## config.mk

```make
export PLATFORM = sky130hd
export DESIGN_NAME = can_fault_counters
export DESIGN_NICKNAME = d
export VERILOG_FILES = /design/src/rtl/can_fc_pkg.sv /design/src/rtl/can_fc_delta.sv /design/src/rtl/can_fc_recovery.sv /design/src/rtl/can_fault_counters.sv
export SDC_FILE = /design/constraint.sdc
export NUM_CORES = 1
export LEC_CHECK = 0
export BUFFER_PORTS_ARGS = -buffer_cell sky130_fd_sc_hd__buf_4
export CORE_ASPECT_RATIO = 1.75
export CORE_UTILIZATION = 55
export DETAILED_ROUTE_END_ITERATION = 7
export PLACE_DENSITY = 0.74
export SLEW_MARGIN = 20
export SYNTH_ARGS = -nofsm -noshare
export SYNTH_HDL_FRONTEND = slang
export SYNTH_SLANG_ARGS = --single-unit
export TNS_END_PERCENT = 20
```

## constraint.sdc

```tcl
create_clock -name clk -period 7.4 [get_ports clk]
set_clock_uncertainty 0.1 [all_clocks]
set_input_delay 0.74 -clock clk [delete_from_list [all_inputs] [get_ports clk]]
set_output_delay 0.74 -clock clk [all_outputs]
set_load 0.1 [all_outputs]
```

## src/rtl/can_fc_pkg.sv

```systemverilog
package can_fc_pkg;

    typedef enum logic [1:0] {
        ST_ACTIVE  = 2'd0,
        ST_PASSIVE = 2'd1,
        ST_BUSOFF  = 2'd2
    } fc_state_e;

    typedef struct packed {
        logic rx_err;
        logic rx_flag_bit_err;
        logic rx_dom_after_flag;
        logic tx_err_flag;
        logic tx_ack_quiet;
        logic tx_arb_stuff;
        logic tx_flag_bit_err;
        logic tx_ok;
        logic rx_ok;
    } fc_events_t;

endpackage

```

## src/rtl/can_fc_delta.sv

```systemverilog
module can_fc_delta
    import can_fc_pkg::*;
#(
    parameter int CNT_W = 8,
    parameter int STEP  = 8
) (
    input  logic [CNT_W-1:0] tec_i,
    input  logic [CNT_W-1:0] rec_i,
    input  fc_events_t       ev_i,
    input  logic             passive_i,
    output logic [CNT_W-1:0] tec_next_o,
    output logic             tec_ovf_o,
    output logic [CNT_W-1:0] rec_next_o
);
    localparam int SUM_W = CNT_W + 2;
    localparam logic [SUM_W-1:0] STEP_S = SUM_W'(STEP);
    localparam logic [SUM_W-1:0] MAX_S  = SUM_W'((1 << CNT_W) - 1);
    localparam logic [SUM_W-1:0] ONE_S  = SUM_W'(1);

    logic             flag_counts;
    logic [SUM_W-1:0] tec_acc;
    logic [SUM_W-1:0] rec_acc;

    always_comb begin
        // exemptions for a transmitted error flag
        flag_counts = ev_i.tx_err_flag && !ev_i.tx_arb_stuff
                      && !(passive_i && ev_i.tx_ack_quiet);

        tec_acc = SUM_W'(tec_i);
        if (flag_counts)             tec_acc = tec_acc + STEP_S;
        if (ev_i.tx_flag_bit_err)    tec_acc = tec_acc + STEP_S;
        if (ev_i.tx_ok && tec_i != '0) tec_acc = tec_acc - ONE_S;

        rec_acc = SUM_W'(rec_i);
        if (ev_i.rx_err && !ev_i.rx_flag_bit_err) rec_acc = rec_acc + ONE_S;
        if (ev_i.rx_dom_after_flag)  rec_acc = rec_acc + STEP_S;
        if (ev_i.rx_flag_bit_err)    rec_acc = rec_acc + STEP_S;
        if (ev_i.rx_ok && rec_i != '0) rec_acc = rec_acc - ONE_S;

        tec_ovf_o  = tec_acc > MAX_S;
        tec_next_o = tec_acc[CNT_W-1:0];
        rec_next_o = (rec_acc > MAX_S) ? MAX_S[CNT_W-1:0] : rec_acc[CNT_W-1:0];
    end

endmodule

```

## src/rtl/can_fc_recovery.sv

```systemverilog
module can_fc_recovery #(
    parameter int COUNT = 128
) (
    input  logic clk,
    input  logic rst_n,
    input  logic clr_i,
    input  logic run_i,
    input  logic strobe_i,
    output logic done_o
);
    localparam int CW = $clog2(COUNT + 1);
    localparam logic [CW-1:0] LAST = CW'(COUNT - 1);

    logic [CW-1:0] cnt_q;

    assign done_o = run_i && strobe_i && (cnt_q == LAST);

    always_ff @(posedge clk or negedge rst_n) begin
        if (!rst_n) begin
            cnt_q <= '0;
        end else if (clr_i || !run_i || done_o) begin
            cnt_q <= '0;
        end else if (strobe_i) begin
            cnt_q <= cnt_q + CW'(1);
        end
    end

    // step count never reaches the limit without completing
    assert_cnt_bound_R11: assert property (@(posedge clk) disable iff (!rst_n)
        cnt_q < CW'(COUNT));

    // a cycle with recovery not running leaves the count at zero
    assert_restart_R11: assert property (@(posedge clk) disable iff (!rst_n)
        !run_i |=> cnt_q == '0);

endmodule

```

## src/rtl/can_fault_counters.sv

```systemverilog
module can_fault_counters
    import can_fc_pkg::*;
#(
    parameter int CNT_W          = 8,
    parameter int FLAG_STEP      = 8,
    parameter int PASSIVE_LIMIT  = 128,
    parameter int RECOVERY_COUNT = 128
) (
    input  logic             clk,
    input  logic             rst_n,
    input  logic             ctl_reset,
    input  logic             rx_err,
    input  logic             rx_flag_bit_err,
    input  logic             rx_dom_after_flag,
    input  logic             tx_err_flag,
    input  logic             tx_ack_quiet,
    input  logic             tx_arb_stuff,
    input  logic             tx_flag_bit_err,
    input  logic             tx_ok,
    input  logic             rx_ok,
    input  logic             cpu_wr,
    input  logic [CNT_W-1:0] cpu_wdata,
    input  logic             bus_enable,
    input  logic             recessive11,
    output logic [CNT_W-1:0] tec,
    output logic [CNT_W-1:0] rec,
    output logic             err_active,
    output logic             err_passive,
    output logic             bus_off
);
    localparam logic [CNT_W-1:0] LIMIT = CNT_W'(PASSIVE_LIMIT);

    fc_state_e        state_q, state_d;
    logic [CNT_W-1:0] tec_q, tec_d, rec_q, rec_d;
    logic [CNT_W-1:0] tec_upd, rec_upd;
    logic             tec_ovf, rec_done;
    fc_events_t       ev;

    assign ev = '{rx_err: rx_err, rx_flag_bit_err: rx_flag_bit_err,
                  rx_dom_after_flag: rx_dom_after_flag, tx_err_flag: tx_err_flag,
                  tx_ack_quiet: tx_ack_quiet, tx_arb_stuff: tx_arb_stuff,
                  tx_flag_bit_err: tx_flag_bit_err, tx_ok: tx_ok, rx_ok: rx_ok};

    can_fc_delta #(.CNT_W(CNT_W), .STEP(FLAG_STEP)) u_delta (
        .tec_i      (tec_q),
        .rec_i      (rec_q),
        .ev_i       (ev),
        .passive_i  (state_q == ST_PASSIVE),
        .tec_next_o (tec_upd),
        .tec_ovf_o  (tec_ovf),
        .rec_next_o (rec_upd)
    );

    can_fc_recovery #(.COUNT(RECOVERY_COUNT)) u_recovery (
        .clk      (clk),
        .rst_n    (rst_n),
        .clr_i    (ctl_reset),
        .run_i    ((state_q == ST_BUSOFF) && bus_enable),
        .strobe_i (recessive11),
        .done_o   (rec_done)
    );

    // next-state and next-count logic
    always_comb begin
        state_d = state_q;
        tec_d   = tec_q;
        rec_d   = rec_q;
        if (ctl_reset) begin
            state_d = ST_ACTIVE;
            tec_d   = '0;
            rec_d   = '0;
        end else begin
            unique case (state_q)
                ST_ACTIVE, ST_PASSIVE: begin
                    if (cpu_wr) begin
                        tec_d = cpu_wdata;
                        rec_d = cpu_wdata;
                    end else if (!tec_ovf) begin
                        tec_d = tec_upd;
                        rec_d = rec_upd;
                    end
                    if (!cpu_wr && tec_ovf)
                        state_d = ST_BUSOFF;
                    else if (tec_d >= LIMIT || rec_d >= LIMIT)
                        state_d = ST_PASSIVE;
                    else
                        state_d = ST_ACTIVE;
                end
                ST_BUSOFF: begin
                    if (rec_done) begin
                        state_d = ST_ACTIVE;
                        tec_d   = '0;
                        rec_d   = '0;
                    end
                end
                default: state_d = ST_ACTIVE;
            endcase
        end
    end

    // state and counter registers
    always_ff @(posedge clk or negedge rst_n) begin
        if (!rst_n) begin
            state_q <= ST_ACTIVE;
            tec_q   <= '0;
            rec_q   <= '0;
        end else begin
            state_q <= state_d;
            tec_q   <= tec_d;
            rec_q   <= rec_d;
        end
    end

    // outputs
    always_comb begin
        tec         = tec_q;
        rec         = rec_q;
        err_active  = (state_q == ST_ACTIVE);
        err_passive = (state_q == ST_PASSIVE);
        bus_off     = (state_q == ST_BUSOFF);
    end

    // controller reset clears both counts
    assert_ctl_clear_R1: assert property (@(posedge clk) disable iff (!rst_n)
        ctl_reset |=> (tec_q == '0 && rec_q == '0 && err_active));

    // a CPU write outside bus-off leaves both counts equal
    assert_cpu_both_R2: assert property (@(posedge clk) disable iff (!rst_n)
        (cpu_wr && !ctl_reset && state_q != ST_BUSOFF) |=> tec_q == rec_q);

    // exactly one state output at a time
    assert_one_state_R9: assert property (@(posedge clk) disable iff (!rst_n)
        $countones({err_active, err_passive, bus_off}) == 1);

    // passive flag agrees with the counts
    assert_passive_level_R9: assert property (@(posedge clk) disable iff (!rst_n)
        !bus_off |-> (err_passive == (tec_q >= LIMIT || rec_q >= LIMIT)));

    // counts frozen in bus-off until recovery or reset
    assert_busoff_hold_R10: assert property (@(posedge clk) disable iff (!rst_n)
        (bus_off && !rec_done && !ctl_reset) |=> ($stable(tec_q) && $stable(rec_q) && bus_off));

    // no exit from bus-off while the controller is disabled
    assert_no_exit_disabled_R11: assert property (@(posedge clk) disable iff (!rst_n)
        (bus_off && !bus_enable && !ctl_reset) |=> bus_off);

endmodule

```

* Yosys cells after proc, flatten, opt, wreduce, memory -nomap -nowiden
Cells that the tools add are included.
** Storage, ports and cells
- Register bits after elaboration :: 26
- Input bits :: 23
- Output and inout port bits :: 19
- Logic and storage cells :: 73
** Operators by class
- Add/subtract/negate cells :: 8
- $lt $le $gt $ge :: 4
- Equal/unequal tests :: 4
- Muxes and demuxes :: 28
- Reduce and logical (&&, ||, !) cells :: 25
** Operators with widths (number)
- $mux 8 :: 14
- $mux 10 :: 7
- $pmux 8 s2 :: 2
- $add 10x4->10 const B :: 3
- $gt 10x8->1 const B :: 2
- $sub 10x1->10 const B :: 2
- $ge 8x8->1 const B :: 2
- $reduce_bool 8->1 :: 2
- $logic_and 1x1->1 :: 10
- $add 8x1->9 const B :: 1
- $add 8x4->9 const B :: 1
- $add 8x1->8 const B :: 1
- $eq 8x7->1 const B :: 1
- $mux 2 :: 3
- $logic_not 1->1 :: 5
- $pmux 2 s2 :: 1
- $logic_or 1x1->1 :: 3
- $ne 3x2->1 const B :: 1
- $reduce_bool 3->1 :: 1
- $eq 2x1->1 const B :: 1
- $eq 2x2->1 const B :: 1
- $logic_not 2->1 :: 1
- $reduce_and 2->1 :: 1
- $reduce_bool 2->1 :: 1
- other kinds (2) :: 2

* Logic depth before layout (Yosys ltp)
Gate-level depths: netlist of run 1.
- Word-level depth :: 21
- Mapped depth :: 16
- Depth with buffers taken out :: 16

* Modules after synthesis
From an unflattened synthesis of run 1, not the netlist that was laid out.
** Unflattened totals
- Cells, all modules :: 349
- Area total of the unflattened synthesis :: 2781.4 um^2
** Modules (own cells, without submodules)
- can_fc_delta :: times used 1, cells an instance 189, area each 1297.5 um^2, seq. area each 0.0 um^2
- can_fault_counters :: times used 1, cells an instance 121, area each 1079.8 um^2, seq. area each 450.4 um^2
- can_fc_recovery :: times used 1, cells an instance 39, area each 404.1 um^2, seq. area each 200.2 um^2

* Worst setup path after synthesis of run 1
Ideal clock, no wire load.
- Kind :: reg-to-reg
- Start :: register rec_q[3] (netlist: rec[3])
- End :: register rec_q[0] (netlist: rec[0])
- Setup time :: 136 ps
- Arrival :: 4520 ps
- Data required time :: 7164 ps
- Path slack :: 2645 ps
- Stages on the path, launching flop included :: 16
- Buffers on the path :: 2
- Period minus slack after synthesis :: 4755 ps
- Path through :: dfrtp_1 -> clkbuf_1 -> clkbuf_1 -> nand3_1 -> xnor2_1 -> ha_1 -> mux2_2 -> ha_1 -> a21o_1 -> a221o_1 -> nor4_1 -> nor4bb_1 -> a311o_1 -> o21ai_2 -> o2111ai_1 -> o211ai_1
** On the way
- Cells in the longest elaborated chain, start to end :: 16
** Ends and longest elaborated chain
- start, declared :: line can_fault_counters.sv:34 : logic [CNT_W-1:0] tec_q, tec_d, rec_q, rec_d;
- start signal, assigned :: line can_fault_counters.sv:110 : rec_q <= rec_d;
- $add 8x1->9 :: line can_fc_delta.sv:35 : if (ev_i.rx_err && !ev_i.rx_flag_bit_err) rec_acc = rec_acc + ONE_S;
- $mux 10 :: line can_fc_delta.sv:35
- $add 10x4->10 :: line can_fc_delta.sv:36 : if (ev_i.rx_dom_after_flag) rec_acc = rec_acc + STEP_S;
- $mux 10 :: line can_fc_delta.sv:36
- $add 10x4->10 :: line can_fc_delta.sv:37 : if (ev_i.rx_flag_bit_err) rec_acc = rec_acc + STEP_S;
- $mux 10 :: line can_fc_delta.sv:37
- $sub 10x1->10 :: line can_fc_delta.sv:38 : if (ev_i.rx_ok && rec_i != '0) rec_acc = rec_acc - ONE_S;
- $mux 10 (*) :: line can_fc_delta.sv:38
- $gt 10x8->1 :: line can_fc_delta.sv:42 : rec_next_o = (rec_acc > MAX_S) ? MAX_S[CNT_W-1:0] : rec_acc[CNT_W-1:0];
- $mux 8 (*) :: line can_fc_delta.sv:42
- $mux 8 (*) :: line can_fault_counters.sv:78 : end else if (!tec_ovf) begin
- $mux 8 (*) :: line can_fault_counters.sv:75 : if (cpu_wr) begin
- $mux 8 (*) :: line can_fault_counters.sv:73 : unique case (state_q)
- $mux 8 (*) :: line can_fault_counters.sv:68 : if (ctl_reset) begin
- $pmux 8 s2 (*) :: line can_fault_counters.sv:73
- $mux 8 (*) :: line can_fault_counters.sv:68
Every way passes the cells marked *; elsewhere a longest branch is shown, timed or not. The select of a mux whose other input is x is not followed.
A chain may end at the register's enable or synchronous reset.

* Final worst setup path of run 1
- Start :: register rec_q[0] (netlist: rec[0])
- End :: register rec_q[4] (netlist: rec[4])
The elaborated chain is that of the path after synthesis.

==> load_flow_metrics.sql, run 1 <==
INSERT INTO impl_metrics (metric_group, metric, value, unit) VALUES
('logic_synthesis', 'synth.yosys.seq_area_share', '22.05', '%'),
('route', 'drt-vias-per-instance', '6.589', ''),
('logic_synthesis', 'yosysWarningCount', '0', ''),
('timing', 'finalCritPeriodShare', '64.43', '%'),
('global_route', 'grt_antenna_before_repair', '0', ''),
('logic_synthesis', 'netlist.top_cell.by_area', 'dfrtp_1', ''),
('logic_synthesis', 'most_instantiated_flip_flop_cell_in_the_synthesis_netlist', 'dfrtp_1', ''),
('logic_synthesis', 'synth_seq_cells', '26', ''),
('power_and_ir_drop', 'leakagePower', '1.401', 'nW'),
('global_route', 'grt_start_max_net_pins', '27', ''),
('cts', 'worstSkewPairLatency', '0.27', 'ns'),
('timing', 'slew_violations', '0', ''),
('cts', 'postCtsSetupBuffers', '0', ''),
('logic_synthesis', 'dominant_combinational_cell_family_by_area_after_synthesis', 'simple AND/OR/NAND/NOR gates', ''),
('cells_and_area', 'drive_above_1_share', '14.22', '%'),
('logic_synthesis', 'synth.top_cell.area_share', '22.05', '%'),
('route', 'ant_nets', '0', ''),
('cts', 'tritoncts_clock_tree', 'yes', ''),
('global_route', 'grt_pass1_vias', '2914', ''),
('die', 'floorplan.die.height', '98.89', 'um'),
('place', 'gp_routability_congestion', '0.9626', ''),
('route', 'drt_first_pass_iters', '6', ''),
('die', 'floorplan_core_area', '5062', 'um2'),
('route', 'routed-via-count', '3044', ''),
('place', 'portBuffers', '41', ''),
('timing', 'worst-slew-pin-transition', '0.9673', 'ns'),
('power_and_ir_drop', 'vdd_ir_drop_max', '204.3', 'uV'),
('place', 'dp_hpwl', '6763', 'um'),
('setup_path', 'critPathArrivalTime', '4.81', 'ns'),
('status', 'run_status', 'finished, violations left', ''),
('setup_path', 'timing.critical_path.mode_cell', 'ha_1', ''),
('setup_path', 'cp_top_family', 'simple AND/OR/NAND/NOR gates', ''),
('setup_path', 'crit_path_cell_trace', 'ha_1 > and3b_1 > nand3_1 > xnor2_1 > ha_1 > mux2_2 > ha_1 > nand2b_1 > o21ai_0 > a211oi_1 > nor4_1 > nor4bb_1 > a311o_1 > o21ai_2 > nor3_1 > o311ai_1', ''),
('timing', 'setup-violations-final', '0', ''),
('route', 'detail_route.wl_per_cell', '19.01', 'um'),
('timing', 'worst_slew_margin_rel', '34.49', '%'),
('die', 'num_io_pins', '42', ''),
('power_and_ir_drop', 'power_density', '226.3', 'nW/um2'),
('place', 'placed_area', '3232', 'um2'),
('global_route', 'global_route.overflow_total', '0', ''),
('route', 'initialDrtViolationCount', '185', ''),
('setup_path', 'cp_max_fo', '13', ''),
('cts', 'cts.reportedPaths.clkPinSlew', '0.10', 'ns'),
('cells_and_area', 'antenna-diode-count', '0', ''),
('setup_path', 'crit_path_end_kind', 'flop', ''),
('cells_and_area', 'syn_to_final_growth', '11.96', '%'),
('cts', 'cts_root_buffer', 'clkbuf_8', ''),
('timing', 'max_freq', '0.2097', 'GHz'),
('logic_synthesis', 'synth_area_in_compound_gates', '27.95', '%'),
('cts', 'h-tree-depth', '1', ''),
('cts', 'hold_buffers', '0', ''),
('cells_and_area', 'final_net_count', '441', ''),
('setup_path', 'cpMaxStageDelayCell', 'nor4_1', ''),
('global_route', 'groute.layer.met2.usage', '60.82', '%'),
('route', 'totalWireLength', '8781', 'um'),
('cells_and_area', 'most_frequent_standard_cell_in_the_layout_excluding_fill_and_tap_cells', 'nand2_1', ''),
('route', 'residual_drc_count', '1', ''),
('die', 'rows', '34', ''),
('status', 'violations', 'DRC', ''),
('logic_synthesis', 'number_of_synthesized_flops_with_an_enable_pin', '0', ''),
('power_and_ir_drop', 'finalPower', '747.6', 'uW'),
('logic_synthesis', 'syn-cell-area', '2950', 'um2'),
('setup_path', 'worst_ep_required_time', '7.44', 'ns'),
('cts', 'ctsLongestPathBuffers', '2', ''),
('logic_synthesis', 'synth.mux.area_fraction', '1.399', '%'),
('logic_synthesis', 'xor_xnor_fraction_of_synth_area', '9.966', '%'),
('cells_and_area', 'final_cell_mix', '43 x nand2_1, 41 x buf_4, 32 x nor2_1', ''),
('cells_and_area', 'final_cell_area', '3303', 'um2'),
('timing', 'finalSetupTns', '0', 'ns'),
('setup_path', 'worstSetupPathType', 'flop to flop', ''),
('cts', 'numClockSinks', '26', '');
[sequential cells by signal, indices dropped and copies added (netlist names)]
| register | cells |
|---|---|
| tec | 8 |
| state_q | 2 |
| rec | 8 |
| u_recovery.cnt_q | 8 |
[final timing paths]
path                                                    to  cells past startpoint                       startpoint
setup / recovery                        rec[4]$_DFFE_PN0P_                     16               rec[0]$_DFFE_PN0P_
hold / removal             u_recovery.cnt_q[4]$_DFFE_PN0P_                      1                            rst_n
setup reg to reg                        rec[4]$_DFFE_PN0P_                     16               rec[0]$_DFFE_PN0P_
hold reg to reg            u_recovery.cnt_q[3]$_DFFE_PN0P_                      2  u_recovery.cnt_q[3]$_DFFE_PN0P_
max in group asynchronous               rec[6]$_DFFE_PN0P_                      1                            rst_n
min in group clk           u_recovery.cnt_q[3]$_DFFE_PN0P_                      2  u_recovery.cnt_q[3]$_DFFE_PN0P_
[worst register-to-register path, stage by stage (launching register included)]
cell and delay [ns]:
dfrtp_1 0.61, ha_1 0.37, and3b_1 0.26, nand3_1 0.10, xnor2_1 0.19, ha_1 0.38, mux2_2 0.31, ha_1 0.35
nand2b_1 0.17, o21ai_0 0.17, a211oi_1 0.11, nor4_1 0.64, nor4bb_1 0.28, a311o_1 0.16, o21ai_2 0.12, nor3_1 0.21
o311ai_1 0.12
[kinds of logic after synthesis]
kind of cell / Yosys count
AND/OR/NAND/NOR: 171
AO/OA/AOI/OAI: 111
adder cells (fa/ha/maj): 9
XOR/XNOR: 32
buffers and inverters: 32
multiplexers: 4
flip-flops: 26
[through the flow]
| stage | util, % | setup slack [ns] | hold WS, ns | cells |
|---|---|---|---|---|
| after floorplan | - | 2.645 | 0.3444 | 385 |
| after global placement | 63.84 | 2.683 | 0.4115 | 458 |
| after detailed placement | 63.84 | 2.566 | 0.4281 | 458 |
| after CTS | 65.25 | 2.700 | 0.2710 | 462 |
| after global routing | 65.25 | 2.218 | 0.2765 | 462 |
| final | 65.25 | 2.632 | 0.2607 | 462 |
[layout make-up]
type	count	area, um2
Clock buffer	3	41.29
Clock inverter	1	30.03
Fill cell	472	1759
Inverter	10	37.54
Multi-Input combinational cell	327	2168
Sequential cell	26	650.6
Tap cell	54	67.56
Timing Repair Buffer	41	307.8
[power breakdown]
part | switching, mW | internal (mW) | total, mW | leakage [nW]
sequential | 0.0479 | 0.156 | 0.204 | 0.346
clock | 0.0473 | 0.0724 | 0.120 | 0.0357
combinational | 0.286 | 0.138 | 0.424 | 1.02
total | 0.381 | 0.367 | 0.748 | 1.40
[routing by layer]
metal / vias to the layer above / wire length (um)
met5: - / 0
met3: 32 / 237
met1: 1442 / 3282
li1: 1485 / -
met2: 85 / 4756
met4: 0 / 504
[synth_stat cells, types with 2 or more instances]
master	number
ha_1	9
nand3_1	20
o21ai_0	22
nor2b_1	10
xnor2_1	18
o21ai_1	7
o211ai_1	6
or4_1	2
o21bai_1	2
a2bb2oi_1	4
a21oi_1	12
buf_1	2
buf_2	3
a211oi_1	3
nand3b_1	7
or2_2	3
a32oi_1	2
nand2_1	43
nand2b_1	4
a31oi_1	7
and4b_1	2
nand4_1	4
mux2i_1	3
o21a_1	4
nor3_1	10
clkbuf_1	16
nor4_1	7
or3_1	4
o311ai_1	2
a41oi_1	2
a221o_1	2
nand4b_1	2
o31ai_1	6
inv_1	10
nor2_1	32
xor2_1	13
and3_1	7
nor4b_1	2
a22oi_1	3
dfrtp_1	26
and3b_1	3
a21o_1	5
Note: power is estimated with default switching activity, not from simulation.
==> run 2: changes to the inputs <==
- ABC_AREA: unset -> 1
- PLACE_DENSITY: 0.74 -> 0.75
- clock period: 7.4 -> 4.9 ns (I/O delays scaled with it)
==> run 2 against run 1 <==
Worst hold slack worse by 0.25 ns; core utilization rose by 0.42 points; maximum frequency up 38%; the flow now finishes without violations; wire length down 19%; largest cell class unchanged; clock-buffer cell count unchanged; sequential power grew 28%.
==> load_flow_metrics.sql, run 2 <==
INSERT INTO impl_metrics (metric_group, metric, value, unit) VALUES
('status', 'run_status', 'completed', ''),
('power_and_ir_drop', 'vdd_ir_drop_max', '251.3', 'uV'),
('cells_and_area', 'most_frequent_standard_cell_in_the_layout_excluding_fill_and_tap_cells', 'nand2_1', ''),
('route', 'met2_wirelength', '4175', 'um'),
('setup_path', 'worstSetupPathType', 'flop to flop', ''),
('cts', 'hold_buffers', '0', ''),
('setup_path', 'crit_path_end_kind', 'flop', ''),
('die', 'floorplan_core_area', '4748', 'um2'),
('logic_synthesis', 'netlist.top_cell.by_area', 'dfrtp_1', ''),
('global_route', 'grt_antenna_before_repair', '0', ''),
('timing', 'final_hold_viol_count', '0', ''),
('cells_and_area', 'antenna-diode-count', '0', ''),
('power_and_ir_drop', 'power_density', '257.0', 'nW/um2'),
('timing', 'min_period', '3.462', 'ns'),
('logic_synthesis', 'number_of_synthesized_flops_with_an_enable_pin', '0', ''),
('logic_synthesis', 'syn-mean-instance-area', '6.081', 'um2'),
('cells_and_area', 'final_net_count', '523', ''),
('cts', 'numCtsBuffers', '3', ''),
('logic_synthesis', 'most_instantiated_flip_flop_cell_in_the_synthesis_netlist', 'dfrtp_1', ''),
('global_route', 'grt_first_pass_wirelength', '12070', 'um'),
('route', 'initialDrtViolationCount', '130', ''),
('die', 'floorplan.initialDensity', '57.63', '%'),
('route', 'wl_met1', '2595', 'um'),
('setup_path', 'worst_ep_required_time', '4.96', 'ns'),
('timing', 'max_freq', '0.2888', 'GHz'),
('route', 'drt-vias-per-instance', '5.433', ''),
('global_route', 'global_routing_usage_summed_across_all_routing_layers', '28.88', '%'),
('cells_and_area', 'drive_above_1_share', '18.20', '%'),
('global_route', 'global_route.overflow_total', '0', ''),
('cts', 'worstSkewPairLatency', '0.27', 'ns'),
('global_route', 'grt_pass1_vias', '2726', ''),
('logic_synthesis', 'synth.yosys.seq_area_share', '23.78', '%'),
('timing', 'fin_ws', '1.438', 'ns'),
('logic_synthesis', 'synth.top_cell.area_share', '23.78', '%'),
('logic_synthesis', 'synth_cell_types', '35', ''),
('place', 'dp_hpwl', '5903', 'um'),
('route', 'ant_nets', '0', ''),
('logic_synthesis', 'synth_simple_gate_area_share', '46.09', '%'),
('logic_synthesis', 'synth_fp_nets', '482', ''),
('timing', 'finalCritPeriodShare', '70.65', '%'),
('logic_synthesis', 'yosysWarningCount', '0', ''),
('route', 'totalWireLength', '7136', 'um'),
('cts', 'h-tree-depth', '1', ''),
('worst_hold_path', 'hold_path_class', 'primary input to async pin', ''),
('cts', 'tritoncts_clock_tree', 'yes', ''),
('logic_synthesis', 'yosys.cell_count.top_type', 'nand2_1', ''),
('die', 'rows', '33', ''),
('timing', 'slew_violations', '0', ''),
('cells_and_area', 'fillerInstances', '467', ''),
('route', 'drt_first_pass_iters', '4', ''),
('power_and_ir_drop', 'leakagePower', '1.694', 'nW'),
('logic_synthesis', 'xor_xnor_fraction_of_synth_area', '4.481', '%'),
('place', 'gp_routability_congestion', '0.8978', ''),
('logic_synthesis', 'syn-cell-area', '2736', 'um2'),
('place', 'portBuffers', '41', ''),
('cts', 'numClockSinks', '26', ''),
('logic_synthesis', 'synth_cells', '450', ''),
('timing', 'finalSetupTns', '0', 'ns'),
('cells_and_area', 'final_cell_mix', '139 x nand2_1, 61 x inv_1, 43 x nand3_1', ''),
('logic_synthesis', 'netlist_top_cells_area', 'dfrtp_1 24%, nand2_1 19%, inv_1 8.4%, nand3_1 7.9%, nor2_1 5.6%', ''),
('job', 'cap_violations', '0', ''),
('route', 'met3RoutedLength', '190', 'um'),
('logic_synthesis', 'synth_area_in_compound_gates', '10.75', '%'),
('timing', 'rsz_0062_raised_after_global_routing', 'no', ''),
('die', 'design.die.area', '5273', 'um2'),
('cts', 'post_cts_resize_count', '0', ''),
('logic_synthesis', 'synth_seq_cells', '26', ''),
('cts', 'ctsLongestPathBuffers', '2', ''),
('route', 'detail_route.wl_per_cell', '13.19', 'um'),
('logic_synthesis', 'async_reset_ff_share', '100.0', '%'),
('cells_and_area', 'syn_to_final_growth', '13.95', '%'),
('route', 'residual_drc_count', '0', ''),
('logic_synthesis', 'synth.mux.area_fraction', '0', '%'),
('die', 'floorplan.die.height', '95.31', 'um'),
('place', 'detailedPlace.worstSlack', '1.430', 'ns'),
('global_route', 'grt_start_max_net_pins', '27', ''),
('route', 'routed-via-count', '2939', ''),
('timing', 'worst_slew_margin_rel', '39.44', '%'),
('logic_synthesis', 'dominant_combinational_cell_family_by_area_after_synthesis', 'simple AND/OR/NAND/NOR gates', ''),
('logic_synthesis', 'adder_cell_area_share_of_the_yosys_netlist', '4.115', '%'),
('timing', 'setup-violations-final', '0', ''),
('timing', 'worst-slew-pin-transition', '0.9050', 'ns'),
('setup_path', 'cp_max_fo', '7', ''),
('setup_path', 'critical_path.startpoint_type', 'flop', ''),
('cts', 'postCtsSetupBuffers', '0', ''),
('die', 'dieWidth', '55.32', 'um'),
('die', 'num_io_pins', '42', ''),
('setup_path', 'critPathArrivalTime', '3.52', 'ns'),
('cts', 'cts_root_buffer', 'clkbuf_8', ''),
('logic_synthesis', 'synth.cells.most_frequent', '139 x nand2_1, 61 x inv_1, 43 x nand3_1', ''),
('cts', 'cts.reportedPaths.clkPinSlew', '0.09', 'ns'),
('route', 'top_layer', 'met4', '');
==> run 2: cell count changes after synthesis, moves of 9 or more <==
cell	before	now
nand2_1	43	139
inv_1	10	61
nand3_1	20	43
clkbuf_1	16	1
xnor2_1	18	5
nand2_2	0	12
nor2b_1	10	0
nor2_1	32	41
==> run 2: final cells by class <==
| type | count | area, um2 | share of cell area (%) |
|---|---|---|---|
| Clock buffer | 3 | 41.29 | 1.324 |
| Tap cell | 52 | 65.06 | 2.087 |
| Inverter | 70 | 262.8 | 8.427 |
| Timing Repair Buffer | 41 | 307.8 | 9.872 |
| Multi-Input combinational cell | 349 | 1790 | 57.42 |
| Sequential cell | 26 | 650.6 | 20.87 |
==> run 2: critical path, cell delays in order (launching register included) <==
cell	delay (ns)
dfrtp_1	0.49
ha_1	0.23
nand3_2	0.12
nor2_1	0.13
nand2_1	0.08
nand2_1	0.09
inv_1	0.05
ha_1	0.27
nand2_1	0.07
nand2_1	0.09
ha_1	0.30
o21ai_1	0.24
nand3_1	0.11
nor2_1	0.13
nand2_1	0.11
nor2_2	0.15
nand2_1	0.06
nand2_1	0.05
nand2_1	0.05
nor2_1	0.19
nand3_1	0.10
nand3_1	0.09
nand2_1	0.06
==> run 2: metrics by stage <==
| stage | power [mW] | std cells | hold WS [ns] | utilization [%] | instance area (um2) |
|---|---|---|---|---|---|
| global route | 0.8583 | 541 | 0.03300 | 65.67 | 3118 |
| floorplan | 0.5850 | 450 | 0.09441 | - | 2736 |
| finish | 0.8014 | 541 | 0.008658 | 65.67 | 3118 |
| CTS | 0.8057 | 541 | 0.02122 | 65.67 | 3118 |
| detailed placement | 0.6866 | 538 | 0.3181 | 64.80 | 3077 |
| global placement | 0.6836 | 538 | 0.3138 | 64.80 | 3077 |
==> run 2: cells by family (layout without fill, tap and decap cells) <==
group | after synthesis | after routing
flip-flops | 26 | 26
AO/OA/AOI/OAI | 53 | 53
buffers and inverters | 75 | 114
XOR/XNOR | 14 | 14
adder cells (fa/ha/maj) | 9 | 9
AND/OR/NAND/NOR | 273 | 273
==> run 2: worst paths after layout <==
kind	start	slack (ns)	end	cells after the start
setup / recovery	rec[1]$_DFFE_PN0P_	1.44	rec[0]$_DFFE_PN0P_	22
hold / removal	rst_n	0.009	u_recovery.cnt_q[2]$_DFFE_PN0P_	1
setup reg to reg	rec[1]$_DFFE_PN0P_	1.44	rec[0]$_DFFE_PN0P_	22
hold reg to reg	u_recovery.cnt_q[3]$_DFFE_PN0P_	0.43	u_recovery.cnt_q[3]$_DFFE_PN0P_	1
max in group asynchronous	rst_n	4.43	tec[7]$_DFFE_PN0P_	1
min in group clk	recessive11	0.40	u_recovery.cnt_q[1]$_DFFE_PN0P_	3
==> run 2: routing by layer <==
| layer | global-route usage, % | vias up |
|---|---|---|
| met3 | 1.085 | 14 |
| met1 | 29.61 | 1355 |
| met4 | 10.83 | 0 |
| met5 | 0 | - |
| li1 | - | 1504 |
| met2 | 60.14 | 66 |
==> run 2: where the power goes <==
group          internal, mW  switching (mW)  leakage, nW
registers             0.230          0.0313        0.346
logic                 0.117           0.304         1.33
clock network        0.0550          0.0637       0.0216
total                 0.403           0.399         1.69
